## src/rtl/drv_ctl_pkg.sv

```systemverilog
package drv_ctl_pkg;

  localparam int FRAME_W = 24;
  localparam int CTL_W   = 6;            // control field is the top CTL_W bits

  // positions inside the captured control field (frame bits 23..18)
  localparam int K_EN   = 5;
  localparam int K_RST  = 4;
  localparam int K_DUTY = 3;
  localparam int K_RDIS = 2;
  localparam int K_CM1  = 1;
  localparam int K_CM0  = 0;

  // status frame positions
  localparam int S_MARK = 23;
  localparam int S_OV   = 22;
  localparam int S_UV   = 21;
  localparam int S_TSD  = 20;
  localparam int S_TW   = 19;
  localparam int S_NR   = 18;

  // latched fault vector indices
  localparam int N_FAULT = 4;
  localparam int F_OV    = 0;
  localparam int F_UV    = 1;
  localparam int F_TSD   = 2;
  localparam int F_TW    = 3;

  typedef struct packed {
    logic       en;
    logic       duty;
    logic       rdis;
    logic [1:0] cm;
  } ctrl_t;

  function automatic logic [2:0] cm_to_chan(input logic [1:0] code);
    logic [2:0] ch;
    case (code)
      2'b00:   ch = 3'd6;
      2'b10:   ch = 3'd1;
      2'b01:   ch = 3'd4;
      default: ch = 3'd5;
    endcase
    return ch;
  endfunction

endpackage

```

## src/rtl/spi_frame_port.sv

```systemverilog
module spi_frame_port
  import drv_ctl_pkg::*;
#(
  parameter int W     = FRAME_W,
  parameter int CAP_W = CTL_W
) (
  input  logic             clk,
  input  logic             rst_n,
  input  logic             sclk,
  input  logic             cs_n,
  input  logic             mosi,
  input  logic [W-1:0]     tx_word,
  output logic             miso,
  output logic [CAP_W-1:0] rx_top,
  output logic             rx_valid
);

  localparam int CNT_W = $clog2(W + 2);
  localparam logic [CNT_W-1:0] CNT_SAT  = CNT_W'(W + 1);
  localparam logic [CNT_W-1:0] CNT_FULL = CNT_W'(W);

  logic             sclk_q, cs_q;
  logic [W-1:0]     tx_q, tx_d;
  logic [W-1:0]     rx_q, rx_d;
  logic [CNT_W-1:0] cnt_q, cnt_d;
  logic             cs_fall, cs_rise, sck_rise, sck_fall;

  assign cs_fall  = cs_q & ~cs_n;
  assign cs_rise  = ~cs_q & cs_n;
  assign sck_rise = ~cs_n & sclk & ~sclk_q;
  assign sck_fall = ~cs_n & ~sclk & sclk_q;

  always_comb begin
    rx_d  = rx_q;
    tx_d  = tx_q;
    cnt_d = cnt_q;
    if (cs_fall) begin
      tx_d  = tx_word;
      cnt_d = '0;
    end else begin
      if (sck_fall) tx_d = {tx_q[W-2:0], 1'b0};
      if (sck_rise) begin
        rx_d = {rx_q[W-2:0], mosi};
        if (cnt_q != CNT_SAT) cnt_d = cnt_q + 1'b1;
      end
    end
  end

  always_ff @(posedge clk or negedge rst_n) begin
    if (!rst_n) begin
      sclk_q <= 1'b0;
      cs_q   <= 1'b1;
      tx_q   <= '0;
      rx_q   <= '0;
      cnt_q  <= '0;
    end else begin
      sclk_q <= sclk;
      cs_q   <= cs_n;
      tx_q   <= tx_d;
      rx_q   <= rx_d;
      cnt_q  <= cnt_d;
    end
  end

  assign miso     = ~cs_q & tx_q[W-1];
  assign rx_top   = rx_q[W-1 -: CAP_W];
  assign rx_valid = cs_rise & (cnt_q == CNT_FULL);

endmodule

```

## src/rtl/startup_timer.sv

```systemverilog
module startup_timer #(
  parameter int STARTUP_CYC = 64
) (
  input  logic clk,
  input  logic rst_n,
  input  logic start,
  input  logic abort,
  output logic busy
);

  localparam int CW = (STARTUP_CYC > 1) ? $clog2(STARTUP_CYC) : 1;
  localparam logic [CW-1:0] LOAD = CW'(STARTUP_CYC - 1);

  logic [CW-1:0] cnt_q, cnt_d;
  logic          busy_q, busy_d;

  always_comb begin
    cnt_d  = cnt_q;
    busy_d = busy_q;
    if (abort) begin
      busy_d = 1'b0;
      cnt_d  = '0;
    end else if (start) begin
      busy_d = 1'b1;
      cnt_d  = LOAD;
    end else if (busy_q) begin
      if (cnt_q == '0) busy_d = 1'b0;
      else             cnt_d  = cnt_q - 1'b1;
    end
  end

  always_ff @(posedge clk or negedge rst_n) begin
    if (!rst_n) begin
      cnt_q  <= '0;
      busy_q <= 1'b0;
    end else begin
      cnt_q  <= cnt_d;
      busy_q <= busy_d;
    end
  end

  assign busy = busy_q;

endmodule

```

## src/rtl/ctl_status_regs.sv

```systemverilog
module ctl_status_regs
  import drv_ctl_pkg::*;
(
  input  logic               clk,
  input  logic               rst_n,
  input  logic               commit,
  input  logic [CTL_W-1:0]   wr_bits,
  input  logic [N_FAULT-1:0] flags,
  output ctrl_t              ctrl,
  output logic [N_FAULT-1:0] faults,
  output logic               wake,
  output logic               sleep
);

  ctrl_t              ctrl_q, ctrl_d;
  logic [N_FAULT-1:0] fault_q, fault_d;
  logic               clr, set_en;

  assign sleep  = commit & ~wr_bits[K_EN];
  assign wake   = commit & wr_bits[K_EN] & ~ctrl_q.en;
  assign clr    = sleep | (commit & wr_bits[K_RST]);
  assign set_en = ctrl_q.en & ~sleep;

  always_comb begin
    ctrl_d = ctrl_q;
    if (commit) begin
      if (wr_bits[K_EN]) begin
        ctrl_d.en   = 1'b1;
        ctrl_d.duty = wr_bits[K_DUTY];
        ctrl_d.rdis = wr_bits[K_RDIS];
        ctrl_d.cm   = {wr_bits[K_CM1], wr_bits[K_CM0]};
      end else begin
        ctrl_d = '0;
      end
    end
  end

  // a fault present in the clearing cycle survives the clear
  for (genvar g = 0; g < N_FAULT; g++) begin : g_latch
    assign fault_d[g] = (clr ? 1'b0 : fault_q[g]) | (set_en & flags[g]);
  end

  always_ff @(posedge clk or negedge rst_n) begin
    if (!rst_n) begin
      ctrl_q  <= '0;
      fault_q <= '0;
    end else begin
      ctrl_q  <= ctrl_d;
      fault_q <= fault_d;
    end
  end

  assign ctrl   = ctrl_q;
  assign faults = fault_q;

endmodule

```

## src/rtl/drv_ctl_core.sv

```systemverilog
module drv_ctl_core
  import drv_ctl_pkg::*;
#(
  parameter int STARTUP_CYC = 64,
  parameter int SYNC_STAGES = 2
) (
  input  logic       clk,
  input  logic       rst_n,
  input  logic       sclk,
  input  logic       cs_n,
  input  logic       mosi,
  output logic       miso,
  input  logic       ov_flag,
  input  logic       uv_flag,
  input  logic       tsd_flag,
  input  logic       tw_flag,
  output logic       out_en,
  output logic       ocr_duty,
  output logic [2:0] cm_chan
);

  logic [SYNC_STAGES-1:0] rst_pipe;
  logic                   rst_ni;

  always_ff @(posedge clk or negedge rst_n) begin
    if (!rst_n) rst_pipe <= '0;
    else        rst_pipe <= {rst_pipe[SYNC_STAGES-2:0], 1'b1};
  end
  assign rst_ni = rst_pipe[SYNC_STAGES-1];

  logic [FRAME_W-1:0] stat_word;
  logic [CTL_W-1:0]   rx_bits;
  logic               rx_valid;
  ctrl_t              ctrl;
  logic [N_FAULT-1:0] flags, faults;
  logic               wake, sleep, nr;
  logic               sup_now, sup_held;

  assign flags[F_OV]  = ov_flag;
  assign flags[F_UV]  = uv_flag;
  assign flags[F_TSD] = tsd_flag;
  assign flags[F_TW]  = tw_flag;

  always_comb begin
    stat_word         = '0;
    stat_word[S_MARK] = 1'b1;
    stat_word[S_OV]   = faults[F_OV];
    stat_word[S_UV]   = faults[F_UV];
    stat_word[S_TSD]  = faults[F_TSD];
    stat_word[S_TW]   = faults[F_TW];
    stat_word[S_NR]   = nr;
  end

  spi_frame_port #(.W(FRAME_W), .CAP_W(CTL_W)) u_port (
    .clk      (clk),
    .rst_n    (rst_ni),
    .sclk     (sclk),
    .cs_n     (cs_n),
    .mosi     (mosi),
    .tx_word  (stat_word),
    .miso     (miso),
    .rx_top   (rx_bits),
    .rx_valid (rx_valid)
  );

  ctl_status_regs u_regs (
    .clk     (clk),
    .rst_n   (rst_ni),
    .commit  (rx_valid),
    .wr_bits (rx_bits),
    .flags   (flags),
    .ctrl    (ctrl),
    .faults  (faults),
    .wake    (wake),
    .sleep   (sleep)
  );

  startup_timer #(.STARTUP_CYC(STARTUP_CYC)) u_timer (
    .clk   (clk),
    .rst_n (rst_ni),
    .start (wake),
    .abort (sleep),
    .busy  (nr)
  );

  assign sup_now  = ov_flag | uv_flag;
  assign sup_held = ctrl.rdis & (faults[F_OV] | faults[F_UV]);
  assign out_en   = ctrl.en & ~nr & ~faults[F_TSD] & ~sup_now & ~sup_held;
  assign ocr_duty = ctrl.duty;
  assign cm_chan  = cm_to_chan(ctrl.cm);

endmodule

```

## config.mk

```make
export PLATFORM = sky130hd
export DESIGN_NAME = drv_ctl_core
export DESIGN_NICKNAME = d
export VERILOG_FILES = /design/src/rtl/drv_ctl_pkg.sv /design/src/rtl/spi_frame_port.sv /design/src/rtl/startup_timer.sv /design/src/rtl/ctl_status_regs.sv /design/src/rtl/drv_ctl_core.sv
export SDC_FILE = /design/constraint.sdc
export NUM_CORES = 1
export LEC_CHECK = 0
export BUFFER_PORTS_ARGS = -buffer_cell sky130_fd_sc_hd__buf_2
export CORE_ASPECT_RATIO = 1.1
export CORE_MARGIN = 1
export CORE_UTILIZATION = 50
export CTS_CLUSTER_SIZE = 12
export DETAILED_ROUTE_END_ITERATION = 6
export PLACE_DENSITY = 0.75
export SYNTH_ARGS = -nofsm -noshare
export SYNTH_HDL_FRONTEND = slang
export SYNTH_SLANG_ARGS = --single-unit
export TNS_END_PERCENT = 100
```

## constraint.sdc

```tcl
create_clock -name clk -period 4.5 [get_ports clk]
set_clock_uncertainty 0.2 [all_clocks]
set_input_delay 0.9 -clock clk [delete_from_list [all_inputs] [get_ports clk]]
set_output_delay 0.9 -clock clk [all_outputs]
set_load 0.05 [all_outputs]
```

### Yosys cells after proc, flatten, opt, wreduce, memory -nomap -nowiden

Index checks and enable logic that the tools add are counted.

| word-level totals | value |
|---|---|
| bits in registers | 73 |
| input bits | 9 |
| logic and storage cells | 89 |
| output and inout bits | 6 |

| cells by class | value |
|---|---|
| $add $sub $neg | 2 |
| bitwise operators | 41 |
| multiplexer cells | 19 |
| reductions and logical operators | 9 |
| equality and inequality tests | 5 |

Operator list:

| cell | number |
|---|---|
| $mux 24 | 2 |
| $mux 6 | 4 |
| $and 1x1->1 | 22 |
| $mux 5 | 4 |
| $not 1->1 | 12 |
| $pmux 3 s3 | 1 |
| $mux 1 | 8 |
| $or 1x1->1 | 7 |
| $logic_not 6->1 | 1 |
| $reduce_and 2->1 | 3 |
| $reduce_bool 2->1 | 3 |
| $sub 6x1->6 const B | 1 |
| $add 5x1->5 const B | 1 |
| $eq 5x5->1 const B | 1 |
| $ne 5x5->1 const B | 1 |
| $ne 3x3->1 const B | 1 |
| $reduce_bool 3->1 | 1 |
| $eq 2x1->1 const B | 1 |
| $eq 2x2->1 const B | 1 |
| $logic_not 2->1 | 1 |

### Logic depth before layout (Yosys ltp)

| depth | value |
|---|---|
| word-level depth | 8 |
| mapped depth | 8 |
| depth with buffers taken out | 7 |

### By module

Synthesis repeated with hierarchy kept, for this count alone.

| unflattened totals | value |
|---|---|
| cells, all modules | 292 |
| area total of the unflattened synthesis | 3284.4 µm² |

By module, submodules not included:

| module | area an instance (µm²) | cells each | seq. area each (µm²) | instances |
|---|---|---|---|---|
| spi_frame_port | 2403.6 | 204 | 1377.6 | 1 |
| ctl_status_regs | 399.1 | 40 | 225.2 | 1 |
| startup_timer | 392.9 | 38 | 175.2 | 1 |
| drv_ctl_core | 88.8 | 10 | 50.0 | 1 |

### Worst setup path after synthesis

No wires, ideal clock.

| timing | value |
|---|---|
| path type | input to output |
| start point | input ov_flag |
| end point | output out_en |
| buffers on the path | 0 |
| path slack | 1832 ps |
| stages on the path | 2 |
| arrival time | 1568 ps |
| data required time | 3400 ps |
| cells stage by stage | nor4_1 and3_1 |

| on the way | value |
|---|---|
| cells in the longest elaborated chain, start to end | 4 |

Ends and longest elaborated chain:

| element | RTL line | RTL |
|---|---|---|
| from (decl) | drv_ctl_core.sv:13 | `input logic ov_flag,` |
| $or 1x1->1 | drv_ctl_core.sv:86 | `assign sup_now = ov_flag \| uv_flag;` |
| $not 1->1 | drv_ctl_core.sv:88 | `assign out_en = ctrl.en & ~nr & ~faults[F_TSD] & ~sup_now & ~sup_held;` |
| $and 1x1->1 (2 in a row) | drv_ctl_core.sv:88 |  |
| to (decl) | drv_ctl_core.sv:17 | `output logic out_en,` |

Every way passes these cells.

### Final worst setup path

Ends and elaborated chain as after synthesis.

==> impl_metrics.ini <==
[power_and_ir_drop]
p_switching_mw = 0.205
clkPwrFrac = 0.349
power_density_nw_per_um2 = 352
comb_power_share = 0.074
p_leak_nw = 1.25
vdd_drop_max_v = 0.000277
p_sw_frac = 0.218
power.total_mw = 0.944
p_int_mw = 0.739
pwr-share-seq = 0.577

[global_route]
grt_max_degree = 34
grt_pass1_vias = 1469
grt_overflow = 0
grt_pass1_wl_mm = 6.42
grt_use_total = 0.169
antenna_found_initial = 0

[die]
num_rows = 26
die_w_um = 68.7
core_sq_um = 4680
chipHeight_um = 75.4
fp.dieArea_sq_um = 5180
start_util = 0.523
ios = 15

[worst_setup_path]
r2r-end = u_timer.cnt_q[3]
crit_arrival_ns = 1.67
cp.required_ns = 3.40
crit_slowest_cell = buf_2
worstSetupStartpointType = primary input
critical-path-top-delay-family = simple AND/OR/NAND/NOR gates
crit_top_cell = buf_2
slowest_delay_ns = 0.25
ff2ff_setup_slack_ns = 2.26
reg2reg_from = u_port.cnt_q[0]
crit_path_start = ov_flag
endpoint = out_en
crit_type = in -> out
worstPathCellList = buf_2 > nor4_1 > and3_1 > buf_2
worstRegToRegCells = 6
crit_cells = 4
cp-end-kind = primary output
cp_max_fo = 2
crit_buf_inv = 2

[clock_network]
post_cts_buffers = 0
clock_sinks = 55
cts_resized = 0
cts_hold_buf = 0
cts_tree = built
clk_pin_slew_worst_paths_ns = 0.09
clockBufferDepth = 2
clock-root-buffer = clkbuf_8
cts_buffers = 5
insertion_delay_ns = 0.30
htreeDepth = 2

[logic_synthesis]
ys_warn_count = 0
ys_seq_area_frac = 0.562
synthesis.nets = 216
netlist_area_sq_um = 2450
ys_types = 44
yosysTopAreaCell = dfrtp_1
synth_area_leaders = dfrtp_1 (55%), mux2_2 (11%), ha_1 (2.6%), mux2i_1 (2.5%), nand2_1 (2.5%)
syn_area_per_cell_sq_um = 12.1
synth-seq-cells = 55
synth_top_area_share = 0.552
synth_cells = 202

[route]
viasPerCell = 5.48
vias = 1496
wirelength_mm = 3.72
detail_route.wl_per_cell_um = 13.6
ant_nets = 0
drc = 0
detail_route.first_pass.iterations = 4
drt_iter0_drc = 67

[sta]
tightest_slew_ns = 0.852
final.setup.tns_ns = 0
post-route-period-util = 0.616
grt_setup_unrepaired = no
final_max_slew_viol_count = 0
finalSetupViolCount = 0
hold_viol = 0
max_slew_margin = 0.431
min_period_ns = 2.77
clock.fmax_ghz = 0.361

[finish]
drive_above_1_share = 0.263
syn_to_final_growth_pct = 9.50
antenna_cells = 0
nets = 230
final_cell_area_sq_um = 2680

[min_path]
hp-class = reg -> async

[place]
place_area_sq_um = 2560
hpwl_mm = 2.69
place_congestion = 0.739
io_buffers = 14

[job]
cap_violations = 0

[run_status]
status = finished, final reports clean
-- flip-flops by register name, summed over array words and instances (netlist names) --
name and flops:
u_port.sclk_q 1, u_timer.busy 1, rst_pipe 2, u_timer.cnt_q 6
u_port.cnt_q 5, u_regs.ctrl 5, u_regs.faults 4, u_port.cs_q 1
u_port.rx_q 24, u_port.tx_q 6
-- metal layers --
| layer | part of all wire | track usage | up-vias |
|---|---|---|---|
| li1 | - | - | 734 |
| met1 | 0.47 | 0.204 | 742 |
| met2 | 0.49 | 0.294 | 13 |
| met3 | 0.020 | 0.0314 | 7 |
| met4 | 0.019 | 0.0748 | 0 |
| met5 | 0 | 0 | - |
-- kinds of logic (layout without fill, tap and decap cells) --
kind of cell	count (synthesis)	after routing	synth area share
muxes	31	31	0.139
adders and majority gates	5	5	0.0255
AOI/OAI and AO/OA	33	33	0.101
xor gates and xnor gates	4	4	0.0143
and+or+nand+nor	57	57	0.127
buffers and inverters	16	31	0.0286
other	1	1	0.00153
DFF	55	55	0.562
-- synth_stat cells --
cell,number
dfrtp_1,54
clkbuf_1,5
a221o_1,2
a21oi_1,1
nand2b_1,3
o211ai_1,3
or4b_4,1
xnor2_1,1
inv_2,1
o21bai_1,1
conb_1,1
nor2_1,14
buf_2,1
o21a_1,2
o21ai_4,1
inv_1,6
o2111ai_1,1
o21ai_1,5
nor3b_4,1
nand4_1,2
mux2i_1,6
and3b_1,2
dfstp_2,1
mux2_2,25
buf_4,2
nand4b_1,1
a22o_1,4
nor3b_1,2
nor4_1,1
o21ai_0,6
a22oi_1,4
and3_1,1
a221oi_1,2
nand2_1,16
ha_1,5
nor2b_1,5
clkbuf_2,1
and2_1,1
nand3b_1,3
nand3_1,2
a21o_4,1
nor3_1,1
or3_1,1
xor2_1,3
-- power groups by stage --
stage | clock [mW] | combinational, mW | sequential, mW
after floorplan | 0 | 0.0518 | 0.553
after global placement | 0 | 0.0679 | 0.553
after CTS | 0.338 | 0.0716 | 0.546
final | 0.329 | 0.0699 | 0.545
after detailed placement | 0 | 0.0711 | 0.556
after global routing | 0.358 | 0.0802 | 0.550
-- layout make-up --
| cell class | instances | area (sq um) |
|---|---|---|
| Clock buffer | 6 | 82.6 |
| Clock inverter | 2 | 35.0 |
| Fill cell | 386 | 2000 |
| Inverter | 7 | 26.3 |
| Multi-Input combinational cell | 131 | 1000 |
| Sequential cell | 55 | 1380 |
| Tap cell | 56 | 70.1 |
| Timing Repair Buffer | 16 | 85.1 |
-- cell usage in the layout, fill, tap and decap left out, types with 3 or more instances in the layout --
cell and n:
nand2b_1 3, dfrtp_1 53, o211ai_1 3, inv_1 6, mux2_2 25, a22o_1 4
nand3b_1 3, o21ai_1 5, ha_1 5, buf_2 14, nor2b_1 4, nand2_1 16
a22oi_1 4, o21ai_0 6, clkbuf_8 6, xor2_1 3, nor2_1 14, mux2i_1 6
-- per-stage QoR --
step                 util  setup slack [ns]  std cells  hold WS [ns]
global placement    0.548              1.78        265        0.0271
finish              0.573              1.73        273        0.0170
detailed placement  0.548              1.72        265        0.0295
CTS                 0.573              1.72        273        0.0379
floorplan               -              1.83        202         0.131
global route        0.573              1.64        273        0.0664
-- worst min path at each step --
stage,start,end,cells past startpoint
2_1_floorplan,rst_pipe[0],rst_pipe[1],0
3_3_place_gp,rst_pipe[1],u_port.cnt_q[1],0
3_5_place_dp,rst_pipe[1],u_port.cnt_q[1],0
4_1_cts,rst_pipe[1],u_port.cnt_q[1],0
5_1_grt,rst_pipe[1],u_port.cnt_q[1],0
6_report,rst_pipe[1],u_port.cnt_q[1],0
Note: power is estimated with default switching activity, not from simulation.
